**config.mk**
```make
export PLATFORM = sky130hd
export DESIGN_NAME = loop_accel_top
export DESIGN_NICKNAME = d
export VERILOG_FILES = /design/src/rtl/loopacc_pkg.sv /design/src/rtl/loopacc_cfg.sv /design/src/rtl/loopacc_kernel.sv /design/src/rtl/loopacc_seq.sv /design/src/rtl/loop_accel_top.sv
export SDC_FILE = /design/constraint.sdc
export NUM_CORES = 1
export LEC_CHECK = 0
export ABC_CLOCK_PERIOD_IN_PS = 4900
export CAP_MARGIN = 10
export CORE_MARGIN = 1.5
export CORE_UTILIZATION = 60
export DETAILED_ROUTE_END_ITERATION = 10
export GPL_TIMING_DRIVEN = 0
export PLACE_DENSITY_LB_ADDON = 0.25
export REMOVE_ABC_BUFFERS = 1
export SETUP_SLACK_MARGIN = 0.4
export SLEW_MARGIN = 15
export SYNTH_ARGS = -nofsm -noshare
export SYNTH_HDL_FRONTEND = slang
export SYNTH_SLANG_ARGS = --single-unit
```
**constraint.sdc**
```tcl
create_clock -name clk -period 4.9 [get_ports clk]
set_input_delay 1.47 -clock clk [delete_from_list [all_inputs] [get_ports clk]]
set_output_delay 1.47 -clock clk [all_outputs]
set_load 0.02 [all_outputs]
```
**src/rtl/loopacc_pkg.sv**
```systemverilog
package loopacc_pkg;

   typedef enum logic [2:0] {
      ST_IDLE    = 3'd0,
      ST_FETCH_A = 3'd1,
      ST_FETCH_B = 3'd2,
      ST_EVAL    = 3'd3,
      ST_STORE   = 3'd4
   } seq_state_e;

   localparam logic [1:0] CFG_SRC_BASE = 2'd0;
   localparam logic [1:0] CFG_DST_BASE = 2'd1;
   localparam logic [1:0] CFG_TRIP     = 2'd2;
   localparam logic [1:0] CFG_START    = 2'd3;

   localparam int KOP_ADD = 0;
   localparam int KOP_XOR = 1;
   localparam int KOP_SUB = 2;

endpackage

```
**src/rtl/loopacc_cfg.sv**
```systemverilog
module loopacc_cfg
   import loopacc_pkg::*;
#(
   parameter int DATA_W = 32,
   parameter int ADDR_W = 16,
   parameter int CNT_W  = 16
) (
   input  logic              clk,
   input  logic              rst_n,
   input  logic              cfg_we,
   input  logic [1:0]        cfg_addr,
   input  logic [DATA_W-1:0] cfg_wdata,
   output logic [ADDR_W-1:0] src_base,
   output logic [ADDR_W-1:0] dst_base,
   output logic [CNT_W-1:0]  trip,
   output logic              start_cmd
);

   always_ff @(posedge clk) begin
      if (!rst_n) begin
         src_base <= '0;
         dst_base <= '0;
         trip     <= '0;
      end else if (cfg_we) begin
         case (cfg_addr)
            CFG_SRC_BASE: src_base <= cfg_wdata[ADDR_W-1:0];
            CFG_DST_BASE: dst_base <= cfg_wdata[ADDR_W-1:0];
            CFG_TRIP:     trip     <= cfg_wdata[CNT_W-1:0];
            default: ;
         endcase
      end
   end

   assign start_cmd = cfg_we && (cfg_addr == CFG_START) && cfg_wdata[0];

endmodule

```
**src/rtl/loopacc_kernel.sv**
```systemverilog
module loopacc_kernel
   import loopacc_pkg::*;
#(
   parameter int DATA_W = 32,
   parameter int OP     = KOP_ADD
) (
   input  logic [DATA_W-1:0] opnd_a,
   input  logic [DATA_W-1:0] opnd_b,
   output logic [DATA_W-1:0] result
);

   generate
      if (OP == KOP_ADD) begin : g_add
         assign result = opnd_a + opnd_b;
      end else if (OP == KOP_XOR) begin : g_xor
         assign result = opnd_a ^ opnd_b;
      end else if (OP == KOP_SUB) begin : g_sub
         assign result = opnd_a - opnd_b;
      end else begin : g_bad_op
         $error("loopacc_kernel: unknown OP %0d", OP);
         assign result = '0;
      end
   endgenerate

endmodule

```
**src/rtl/loopacc_seq.sv**
```systemverilog
module loopacc_seq
   import loopacc_pkg::*;
#(
   parameter int DATA_W = 32,
   parameter int ADDR_W = 16,
   parameter int CNT_W  = 16
) (
   input  logic              clk,
   input  logic              rst_n,
   input  logic              start_cmd,
   input  logic [ADDR_W-1:0] src_base,
   input  logic [ADDR_W-1:0] dst_base,
   input  logic [CNT_W-1:0]  trip,
   input  logic [DATA_W-1:0] kern_out,
   output logic [DATA_W-1:0] opnd_a,
   output logic [DATA_W-1:0] opnd_b,
   output logic              req_valid,
   input  logic              req_ready,
   output logic              req_write,
   output logic [ADDR_W-1:0] req_addr,
   output logic [DATA_W-1:0] req_wdata,
   input  logic [DATA_W-1:0] rsp_rdata,
   output logic              idle,
   output logic              done
);

   localparam int STEP = DATA_W / 8;
   localparam logic [ADDR_W-1:0] ADDR_STEP = ADDR_W'(STEP);
   localparam logic [CNT_W-1:0]  ONE_LEFT  = CNT_W'(1);

   seq_state_e        state;
   logic [ADDR_W-1:0] src_ptr;
   logic [ADDR_W-1:0] dst_ptr;
   logic [CNT_W-1:0]  left;
   logic [DATA_W-1:0] reg_in;
   logic [DATA_W-1:0] reg_io;

   always_ff @(posedge clk) begin
      if (!rst_n) begin
         state   <= ST_IDLE;
         done    <= 1'b0;
         src_ptr <= '0;
         dst_ptr <= '0;
         left    <= '0;
         reg_in  <= '0;
         reg_io  <= '0;
      end else begin
         case (state)
            ST_IDLE: begin
               if (start_cmd) begin
                  done    <= (trip == '0);
                  src_ptr <= src_base;
                  dst_ptr <= dst_base;
                  left    <= trip;
                  if (trip != '0) state <= ST_FETCH_A;
               end
            end
            ST_FETCH_A: begin
               if (req_ready) begin
                  reg_in  <= rsp_rdata;
                  src_ptr <= src_ptr + ADDR_STEP;
                  state   <= ST_FETCH_B;
               end
            end
            ST_FETCH_B: begin
               if (req_ready) begin
                  reg_io  <= rsp_rdata;
                  src_ptr <= src_ptr + ADDR_STEP;
                  state   <= ST_EVAL;
               end
            end
            ST_EVAL: begin
               reg_io <= kern_out;
               state  <= ST_STORE;
            end
            ST_STORE: begin
               if (req_ready) begin
                  dst_ptr <= dst_ptr + ADDR_STEP;
                  left    <= left - ONE_LEFT;
                  if (left == ONE_LEFT) begin
                     state <= ST_IDLE;
                     done  <= 1'b1;
                  end else begin
                     state <= ST_FETCH_A;
                  end
               end
            end
            default: state <= ST_IDLE;
         endcase
      end
   end

   always_comb begin
      req_valid = (state == ST_FETCH_A) || (state == ST_FETCH_B) || (state == ST_STORE);
      req_write = (state == ST_STORE);
      req_addr  = (state == ST_STORE) ? dst_ptr : src_ptr;
      req_wdata = reg_io;
      idle      = (state == ST_IDLE);
      opnd_a    = reg_in;
      opnd_b    = reg_io;
   end

endmodule

```
**src/rtl/loop_accel_top.sv**
```systemverilog
module loop_accel_top
   import loopacc_pkg::*;
#(
   parameter int DATA_W    = 32,
   parameter int ADDR_W    = 16,
   parameter int CNT_W     = 16,
   parameter int KERNEL_OP = KOP_ADD
) (
   input  logic              clk,
   input  logic              rst_n,
   input  logic              cfg_we,
   input  logic [1:0]        cfg_addr,
   input  logic [DATA_W-1:0] cfg_wdata,
   output logic              mem_req_valid,
   input  logic              mem_req_ready,
   output logic              mem_req_write,
   output logic [ADDR_W-1:0] mem_req_addr,
   output logic [DATA_W-1:0] mem_req_wdata,
   input  logic [DATA_W-1:0] mem_rsp_rdata,
   output logic              done
);

   generate
      if (DATA_W % 8 != 0 || DATA_W < 8) begin : g_chk_data
         $error("loop_accel_top: DATA_W must be a whole number of bytes");
      end
      if (ADDR_W < 3 || ADDR_W > DATA_W) begin : g_chk_addr
         $error("loop_accel_top: ADDR_W out of range");
      end
      if (CNT_W < 1 || CNT_W > DATA_W) begin : g_chk_cnt
         $error("loop_accel_top: CNT_W out of range");
      end
   endgenerate

   logic [ADDR_W-1:0] cfg_src;
   logic [ADDR_W-1:0] cfg_dst;
   logic [CNT_W-1:0]  cfg_trip;
   logic              start_cmd;
   logic [DATA_W-1:0] opnd_a;
   logic [DATA_W-1:0] opnd_b;
   logic [DATA_W-1:0] kern_out;
   logic              seq_idle;

   loopacc_cfg #(.DATA_W(DATA_W), .ADDR_W(ADDR_W), .CNT_W(CNT_W)) u_cfg (
      .clk       (clk),
      .rst_n     (rst_n),
      .cfg_we    (cfg_we),
      .cfg_addr  (cfg_addr),
      .cfg_wdata (cfg_wdata),
      .src_base  (cfg_src),
      .dst_base  (cfg_dst),
      .trip      (cfg_trip),
      .start_cmd (start_cmd)
   );

   loopacc_kernel #(.DATA_W(DATA_W), .OP(KERNEL_OP)) u_kernel (
      .opnd_a (opnd_a),
      .opnd_b (opnd_b),
      .result (kern_out)
   );

   loopacc_seq #(.DATA_W(DATA_W), .ADDR_W(ADDR_W), .CNT_W(CNT_W)) u_seq (
      .clk       (clk),
      .rst_n     (rst_n),
      .start_cmd (start_cmd),
      .src_base  (cfg_src),
      .dst_base  (cfg_dst),
      .trip      (cfg_trip),
      .kern_out  (kern_out),
      .opnd_a    (opnd_a),
      .opnd_b    (opnd_b),
      .req_valid (mem_req_valid),
      .req_ready (mem_req_ready),
      .req_write (mem_req_write),
      .req_addr  (mem_req_addr),
      .req_wdata (mem_req_wdata),
      .rsp_rdata (mem_rsp_rdata),
      .idle      (seq_idle),
      .done      (done)
   );

endmodule

```
==> results of run 1 <==
metal layers:
layer	share of wire, %	up-vias	GRT usage (%)
li1	-	4423	-
met4	2.4	0	9.893
met3	7.0	57	6.073
met1	46	4190	42.97
met2	45	364	48.15
met5	0	-	0
repair_timing:
| item | 4_1_cts | 5_1_grt |
|---|---|---|
| setup endpoints to repair | 16 | 15 |
| cloned | 0 | 0 |
| resized for setup | 1 | 2 |
power by group:
part | internal (W) | total (W) | switching [W]
sequential | 0.00136 | 0.00139 | 0.0000280
combinational | 0.000123 | 0.000303 | 0.000181
clock | 0.000757 | 0.00131 | 0.000554
stage by stage:
step | setup slack [ns] | TNS (ns)
2_1_floorplan | 0.7795 | 0
3_3_place_gp | -0.7335 | -78.84
3_5_place_dp | 0.6562 | 0
4_1_cts | 0.4551 | 0
5_1_grt | 0.5033 | 0
6_report | 0.6223 | 0
sequential cells by signal (all words and copies together) (netlist names), 3 cells and up:
name / count
u_cfg.src_base: 16
u_seq.state: 3
u_cfg.dst_base: 16
u_seq.src_ptr: 16
u_seq.left: 16
u_seq.opnd_a: 32
u_seq.opnd_b: 32
u_seq.dst_ptr: 16
u_cfg.trip: 16
kinds of logic (layout without fill, tap and decap cells):
logic type      after synthesis  count (layout)  share of synthesized area, %
compound gates              358             358                         24.21
xor+xnor                     30              30                         2.858
fa+ha+maj                    36              36                         4.982
buf+inv                      90             150                         3.784
flops                       164             164                         35.72
mux                          38              38                         4.219
simple gates                518             518                         24.23
final cells by class:
type,count,share of cell area (%)
tap,188,2.163
clock buffer,26,4.591
timing repair buffer,110,10.64
inverter,8,0.3682
clock inverter,6,0.6328
multi-input combinational,980,51.41
sequential,164,30.19
synth_stat cells, drive strengths merged, types with 2 or more instances:
cell type	number	area share, %
a21boi	7	0.57
o221ai	2	0.26
nand2	299	12
nand3b	3	0.24
a21o	22	1.8
nand2b	8	0.54
a21oi	165	9.0
buf	8	0.44
and2	9	0.61
o31ai	5	0.41
nor2b	7	0.48
o22ai	5	0.34
a211oi	11	0.90
o221a	3	0.37
xnor2	17	1.6
o2bb2ai	2	0.19
o21a	7	0.59
o21bai	5	0.41
mux2i	32	3.5
nor3b	4	0.33
or2	3	0.20
clkbuf	74	3.0
dfxtp	164	36
ha	35	4.8
o211ai	5	0.46
o211a	17	1.9
a31oi	11	1.1
and4	2	0.19
and3	20	1.4
inv	8	0.33
xor2	13	1.2
a2111oi	2	0.33
nand4	16	1.1
a311oi	2	0.26
nor4	11	0.75
nor2	98	4.0
o21ai	70	3.9
nand3	22	1.2
a22oi	9	0.73
mux2	6	0.73
nor3	13	0.76
worst min-delay path: cells and delay by family (launching register included):
family	cells	cell delay, ns
flops	1	0.31
simple gates	1	0.05
compound gates	1	0.05
worst max path at each step:
stage | start | end | slack [ns] | cells after the start
after global placement | u_seq.state[0]$_SDFFE_PN0P_ | mem_req_addr[10] | -0.73 | 6
after floorplan | u_seq.state[0]$_SDFFE_PN0P_ | mem_req_addr[0] | 0.78 | 5
after CTS | u_seq.state[2]$_SDFFE_PN0P_ | mem_req_addr[13] | 0.46 | 5
final | u_seq.state[0]$_SDFFE_PN0P_ | mem_req_addr[15] | 0.62 | 5
after detailed placement | u_seq.state[2]$_SDFFE_PN0P_ | mem_req_addr[14] | 0.66 | 5
after global routing | u_seq.state[1]$_SDFFE_PN0P_ | mem_req_addr[14] | 0.50 | 6
==> impl_metrics.csv, run 1 <==
group,metric,value,unit
status,outcome,"complete, no violations",
worst_setup_path,cp-start-kind,"register",
clock_tree,clock-root-buffer,"clkbuf_16",
synth,synth_warnings,0,
synth,synth_cells,1234,
finish,instances_no_fill,1482,
placed_design,port_buffers,104,
finish,layout_common_cells,"296 x nand2_1, 164 x a21oi_1, 164 x dfxtp_1, 103 x clkdlybuf4s50_1, 98 x nor2_1",
finish,final_common_cell,"nand2_1",
global_route,grt_pass1_vias,8219,
floorplan,die_area,16070,sq um
routing,ant_nets,0,
routing,drt_first_pass_iters,6,
worst_setup_path,crit_type,"register to output pin",
sta,rsz0062_at_grt,"false",
worst_setup_path,timing.rr.start,"u_seq.opnd_b[0]$_SDFFE_PN0P_",
worst_setup_path,required,3.43,ns
worst_setup_path,end_kind,"output pin",
sta,slew_headroom,24.92,%
sta,setup_viol,0,
clock_tree,cts_buffers,17,
sta,period_needed,4.278,ns
worst_setup_path,rrSetupSlack,2.24,ns
placed_design,gp_congestion,0.9113,
routing,viasPerCell,6.096,
finish,post-route-util,72.06,%
global_route,grt_pass1_wl,40340,microns
sta,hold_slack,0.4577,ns
synth,ys_ff_latch,164,
clock_tree,cts_hold_buf,0,
finish,multi_input_area,5590,sq um
finish,drive_gt1_share,5.255,%
floorplan,fp.dieW,126.8,microns
worst_setup_path,slowest_stage,"clkdlybuf4s50_1",
sta,finalMaxSlewViolations,0,
clock_tree,cts_htree_levels,4,
sta,finalClockSkew,0.009469,ns
worst_setup_path,critPathMaxFanout,42,
min_path,min_path_cells,2,
min_path,hold_path_class,"register to register",
routing,wl_per_cell,16.56,microns
finish,regArea,3283,sq um
clock_tree,post_cts_buffers,0,
placed_design,place_inst,1450,
power_and_ir_drop,irDropWorstVdd,0.2743,mV
routing,drt_iter0_markers,911,
clock_tree,clockBufferDepth,2,
synth,ys_async_sr_fraction,0,%
synth,avgSynthCellArea,7.449,sq um
synth,ys_seq_area_share,35.72,%
global_route,grt_max_degree,60,
clock_tree,cts_tree,"yes",
floorplan,initial_core_util,60.92,%
global_route,grtUsageTotal,30.81,%
worst_setup_path,path_cells,"nor2_1 -> nand2_4 -> buf_12 -> o21ai_0 -> clkdlybuf4s50_1",
global_route,grt-ovfl-total,0,
finish,diodes,0,
finish,areaGrowthSynthToFinish,18.29,%
finish,final_area,10870,sq um
run,cap_violations,0,
finish,nNetsFinal,1387,
worst_setup_path,rr_worst_depth,10,
synth,ys_types,65,
sta,fmax,233.8,MHz
worst_setup_path,critPathMaxStageDelay,0.68,ns
min_path,min_from,"u_cfg.src_base[5]$_SDFFE_PN0P_",
clock_tree,clock_latency,0.44,ns
clock_tree,cts_sinks,164,
worst_setup_path,crit_buf_inv,2,
synth,yosys_most_used_dff,"dfxtp_1",
finish,fillCellCount,1217,
floorplan,row_count,45,
sta,finalHoldViolations,0,
floorplan,ios,121,
worst_setup_path,cp.arrival,2.81,ns
power_and_ir_drop,power_density,276.5,nW/um^2
global_route,antenna_found_initial,0,
worst_setup_path,r2r_end,"u_seq.opnd_b[22]$_SDFFE_PN0P_",
placed_design,hpwl,16210,microns
worst_setup_path,crit_family,"buffers and inverters",
min_path,hold_path_end,"u_cfg.src_base[5]$_SDFFE_PN0P_",
power_and_ir_drop,p_leak,4.352,nW
sta,period_share,87.30,%
routing,wirelength,24550,microns
floorplan,die_h,126.8,microns
power_and_ir_drop,p_total,0.003007,W
synth,syn_area,9193,sq um
placed_design,placed_cell_area,10290,sq um
routing,vias,9034,
floorplan,core,15090,sq um
clock_tree,clk_pin_slew_worst_paths,0.06,ns
sta,worstMarginPinSlew,1.122,ns
routing,drc,0,
synth,synth_edf_count,0,
Note: power is estimated with default switching activity, not from simulation.
==> run 2, diff against run 1 <==
--- a/config.mk
+++ b/config.mk
@@ -5,12 +5,12 @@
 export SDC_FILE = /design/constraint.sdc
 export NUM_CORES = 1
 export LEC_CHECK = 0
-export ABC_CLOCK_PERIOD_IN_PS = 4900
+export ABC_CLOCK_PERIOD_IN_PS = 3500
 export CAP_MARGIN = 10
 export CORE_MARGIN = 1.5
-export CORE_UTILIZATION = 60
+export CORE_UTILIZATION = 51
 export DETAILED_ROUTE_END_ITERATION = 10
-export GPL_TIMING_DRIVEN = 0
+export GPL_TIMING_DRIVEN = 1
 export PLACE_DENSITY_LB_ADDON = 0.25
 export REMOVE_ABC_BUFFERS = 1
 export SETUP_SLACK_MARGIN = 0.4
==> constraint.sdc (replaced) <==
create_clock -name clk -period 3.5 [get_ports clk]
set_input_delay 1.05 -clock clk [delete_from_list [all_inputs] [get_ports clk]]
set_output_delay 1.05 -clock clk [all_outputs]
set_load 0.02 [all_outputs]
==> run 2 against run 1 <==
  * Non-clock buffer count rose by 17
  * First-iteration DRC count fell by 3.0%
  * Design area rose by 1.4%
  * Hold slack got worse by 0.0026 ns
  * Setup slack got worse by 0.20 ns
  * Final cell count rose by 3.5%
  * Global-route usage fell by 4.2 points
  * Sequential power rose by 40%
  * Sequential cell count did not move
==> impl_metrics.csv, run 2 (same netlist as run 1, synthesis figures left out) <==
group,metric,value,unit
floorplan,initial_core_util,52.60,%
routing,drc,0,
finish,instances_no_fill,1534,
clock_tree,clockBufferDepth,2,
worst_setup_path,critPathMaxStageDelay,0.61,ns
floorplan,ios,121,
placed_design,port_buffers,104,
sta,rsz0062_at_grt,"true",
sta,period_needed,3.082,ns
finish,regArea,3283,sq um
worst_setup_path,path_cells,"nor2_2 -> nand2_2 -> inv_6 -> nand2_1 -> nand2_1 -> clkdlybuf4s50_1",
clock_tree,clk_pin_slew_worst_paths,0.06,ns
sta,setup_viol,0,
run,cap_violations,0,
routing,viasPerCell,5.827,
placed_design,place_inst,1504,
global_route,grt_max_degree,85,
clock_tree,cts_buffers,17,
worst_setup_path,critPathMaxFanout,20,
clock_tree,clock_latency,0.43,ns
placed_design,hpwl,16800,microns
finish,multi_input_area,5578,sq um
placed_design,gp_congestion,0.8976,
power_and_ir_drop,power_density,376.6,nW/um^2
finish,nNetsFinal,1404,
floorplan,core,17480,sq um
worst_setup_path,crit_type,"register to output pin",
routing,drt_iter0_markers,884,
floorplan,die_h,137.3,microns
clock_tree,clock-root-buffer,"clkbuf_16",
routing,vias,8938,
floorplan,fp.dieW,137.3,microns
floorplan,row_count,48,
finish,layout_common_cells,"298 x nand2_1, 164 x a21oi_1, 164 x dfxtp_1, 97 x nor2_1, 89 x clkdlybuf4s50_1",
placed_design,pre_cts_ws,0.4071,ns
worst_setup_path,required,2.45,ns
sta,fmax,324.4,MHz
finish,fillCellCount,1562,
power_and_ir_drop,irDropWorstVdd,0.3569,mV
routing,wirelength,24830,microns
global_route,antenna_found_initial,0,
finish,drive_gt1_share,6.112,%
finish,areaGrowthSynthToFinish,19.94,%
min_path,hold_path_class,"register to register",
status,outcome,"complete, no violations",
sta,finalHoldViolations,0,
global_route,grt_pass1_wl,39810,microns
clock_tree,cts_htree_levels,4,
sta,fin_setup_tns,0,ns
global_route,grt-ovfl-total,0,
worst_setup_path,end_kind,"output pin",
clock_tree,cts_tree,"yes",
sta,period_share,88.07,%
power_and_ir_drop,p_leak,4.655,nW
sta,finalClockSkew,0.01039,ns
worst_setup_path,cp.arrival,2.03,ns
sta,slew_headroom,60.12,%
routing,drt_first_pass_iters,5,
global_route,grtUsageTotal,26.60,%
floorplan,die_area,18840,sq um
finish,diodes,0,
sta,finalMaxSlewViolations,0,
worst_setup_path,cp-start-kind,"register",
worst_setup_path,slowest_stage,"clkdlybuf4s50_1",
clock_tree,cts_hold_buf,0,
sta,worstMarginPinSlew,0.5956,ns
global_route,grt_pass1_vias,7943,
routing,ant_nets,0,
finish,final_common_cell,"nand2_1",
worst_setup_path,cp_common_cell,"nand2_1",
routing,wl_per_cell,16.19,microns
sta,setup_slack,0.4176,ns
clock_tree,cts_sinks,164,
[run 2: cell count changes in the layout (fill, tap and decap cells not counted), moves of 2 or more]
cell and delta:
buf_4 +18, clkdlybuf4s50_1 -14, dlymetal6s2s_1 +13, buf_12 +3, and2_1 +2, and2_2 -2
buf_16 -2, clkbuf_8 -2, nand2_1 +2
[run 2: timing repair]
action	CTS	global route
setup buffers	0	0
resized for setup	5	15
endpoints found under the setup margin	18	17
endpoints found under the hold margin	0	0
pin swaps	0	0
[run 2: worst paths after layout]
| path | start | endpoint | slack [ns] | depth (start not counted) |
|---|---|---|---|---|
| max | u_seq.state[0]$_SDFFE_PN0P_ | mem_req_addr[11] | 0.42 | 6 |
| min | u_cfg.dst_base[3]$_SDFFE_PN0P_ | u_cfg.dst_base[3]$_SDFFE_PN0P_ | 0.46 | 2 |
| max reg2reg | u_seq.opnd_b[0]$_SDFFE_PN0P_ | u_seq.opnd_b[26]$_SDFFE_PN0P_ | 0.87 | 10 |
| min reg2reg | u_cfg.dst_base[3]$_SDFFE_PN0P_ | u_cfg.dst_base[3]$_SDFFE_PN0P_ | 0.46 | 2 |
[run 2: critical path, delay by kind of cell (launching register included)]
| kind | cells | cell delay, ns |
|---|---|---|
| buf+inv | 2 | 0.78 |
| flops | 1 | 0.32 |
| simple gates | 4 | 0.50 |
[run 2: final cells by class]
type,instances,share of cell area [%]
clock inverters,7,0.6922
multi-input cells,980,50.59
inverters,8,0.3291
clock buffers,23,4.244
flip-flops and latches,164,29.78
repair buffers,127,11.81
well taps,225,2.553
[run 2: per-stage QoR]
stage / util [%] / power (W) / instance area, sq um / hold WS [ns]
after floorplan: - / 0.002212 / 8875 / 0.4332
after global placement: 59.68 / 0.002409 / 10430 / 0.4413
after detailed placement: 59.68 / 0.002415 / 10430 / 0.4483
after CTS: 62.85 / 0.004157 / 10980 / 0.4569
after global routing: 63.09 / 0.004300 / 11030 / 0.4678
final: 63.09 / 0.004153 / 11030 / 0.4551
[run 2: power breakdown]
part	switching [W]	internal (W)	total (W)	leakage, nW
logic	0.000259	0.000179	0.000438	3.07
clock network	0.000758	0.00101	0.00177	0.260
registers	0.0000351	0.00191	0.00195	1.33
[run 2: per-layer routing]
layer | GRT usage [%] | up-vias | share of wire [%]
met2 | 40.40 | 292 | 44
met4 | 6.667 | 0 | 1.2
li1 | - | 4454 | -
met1 | 39.43 | 4170 | 49
met3 | 3.937 | 22 | 5.9
met5 | 0 | - | 0
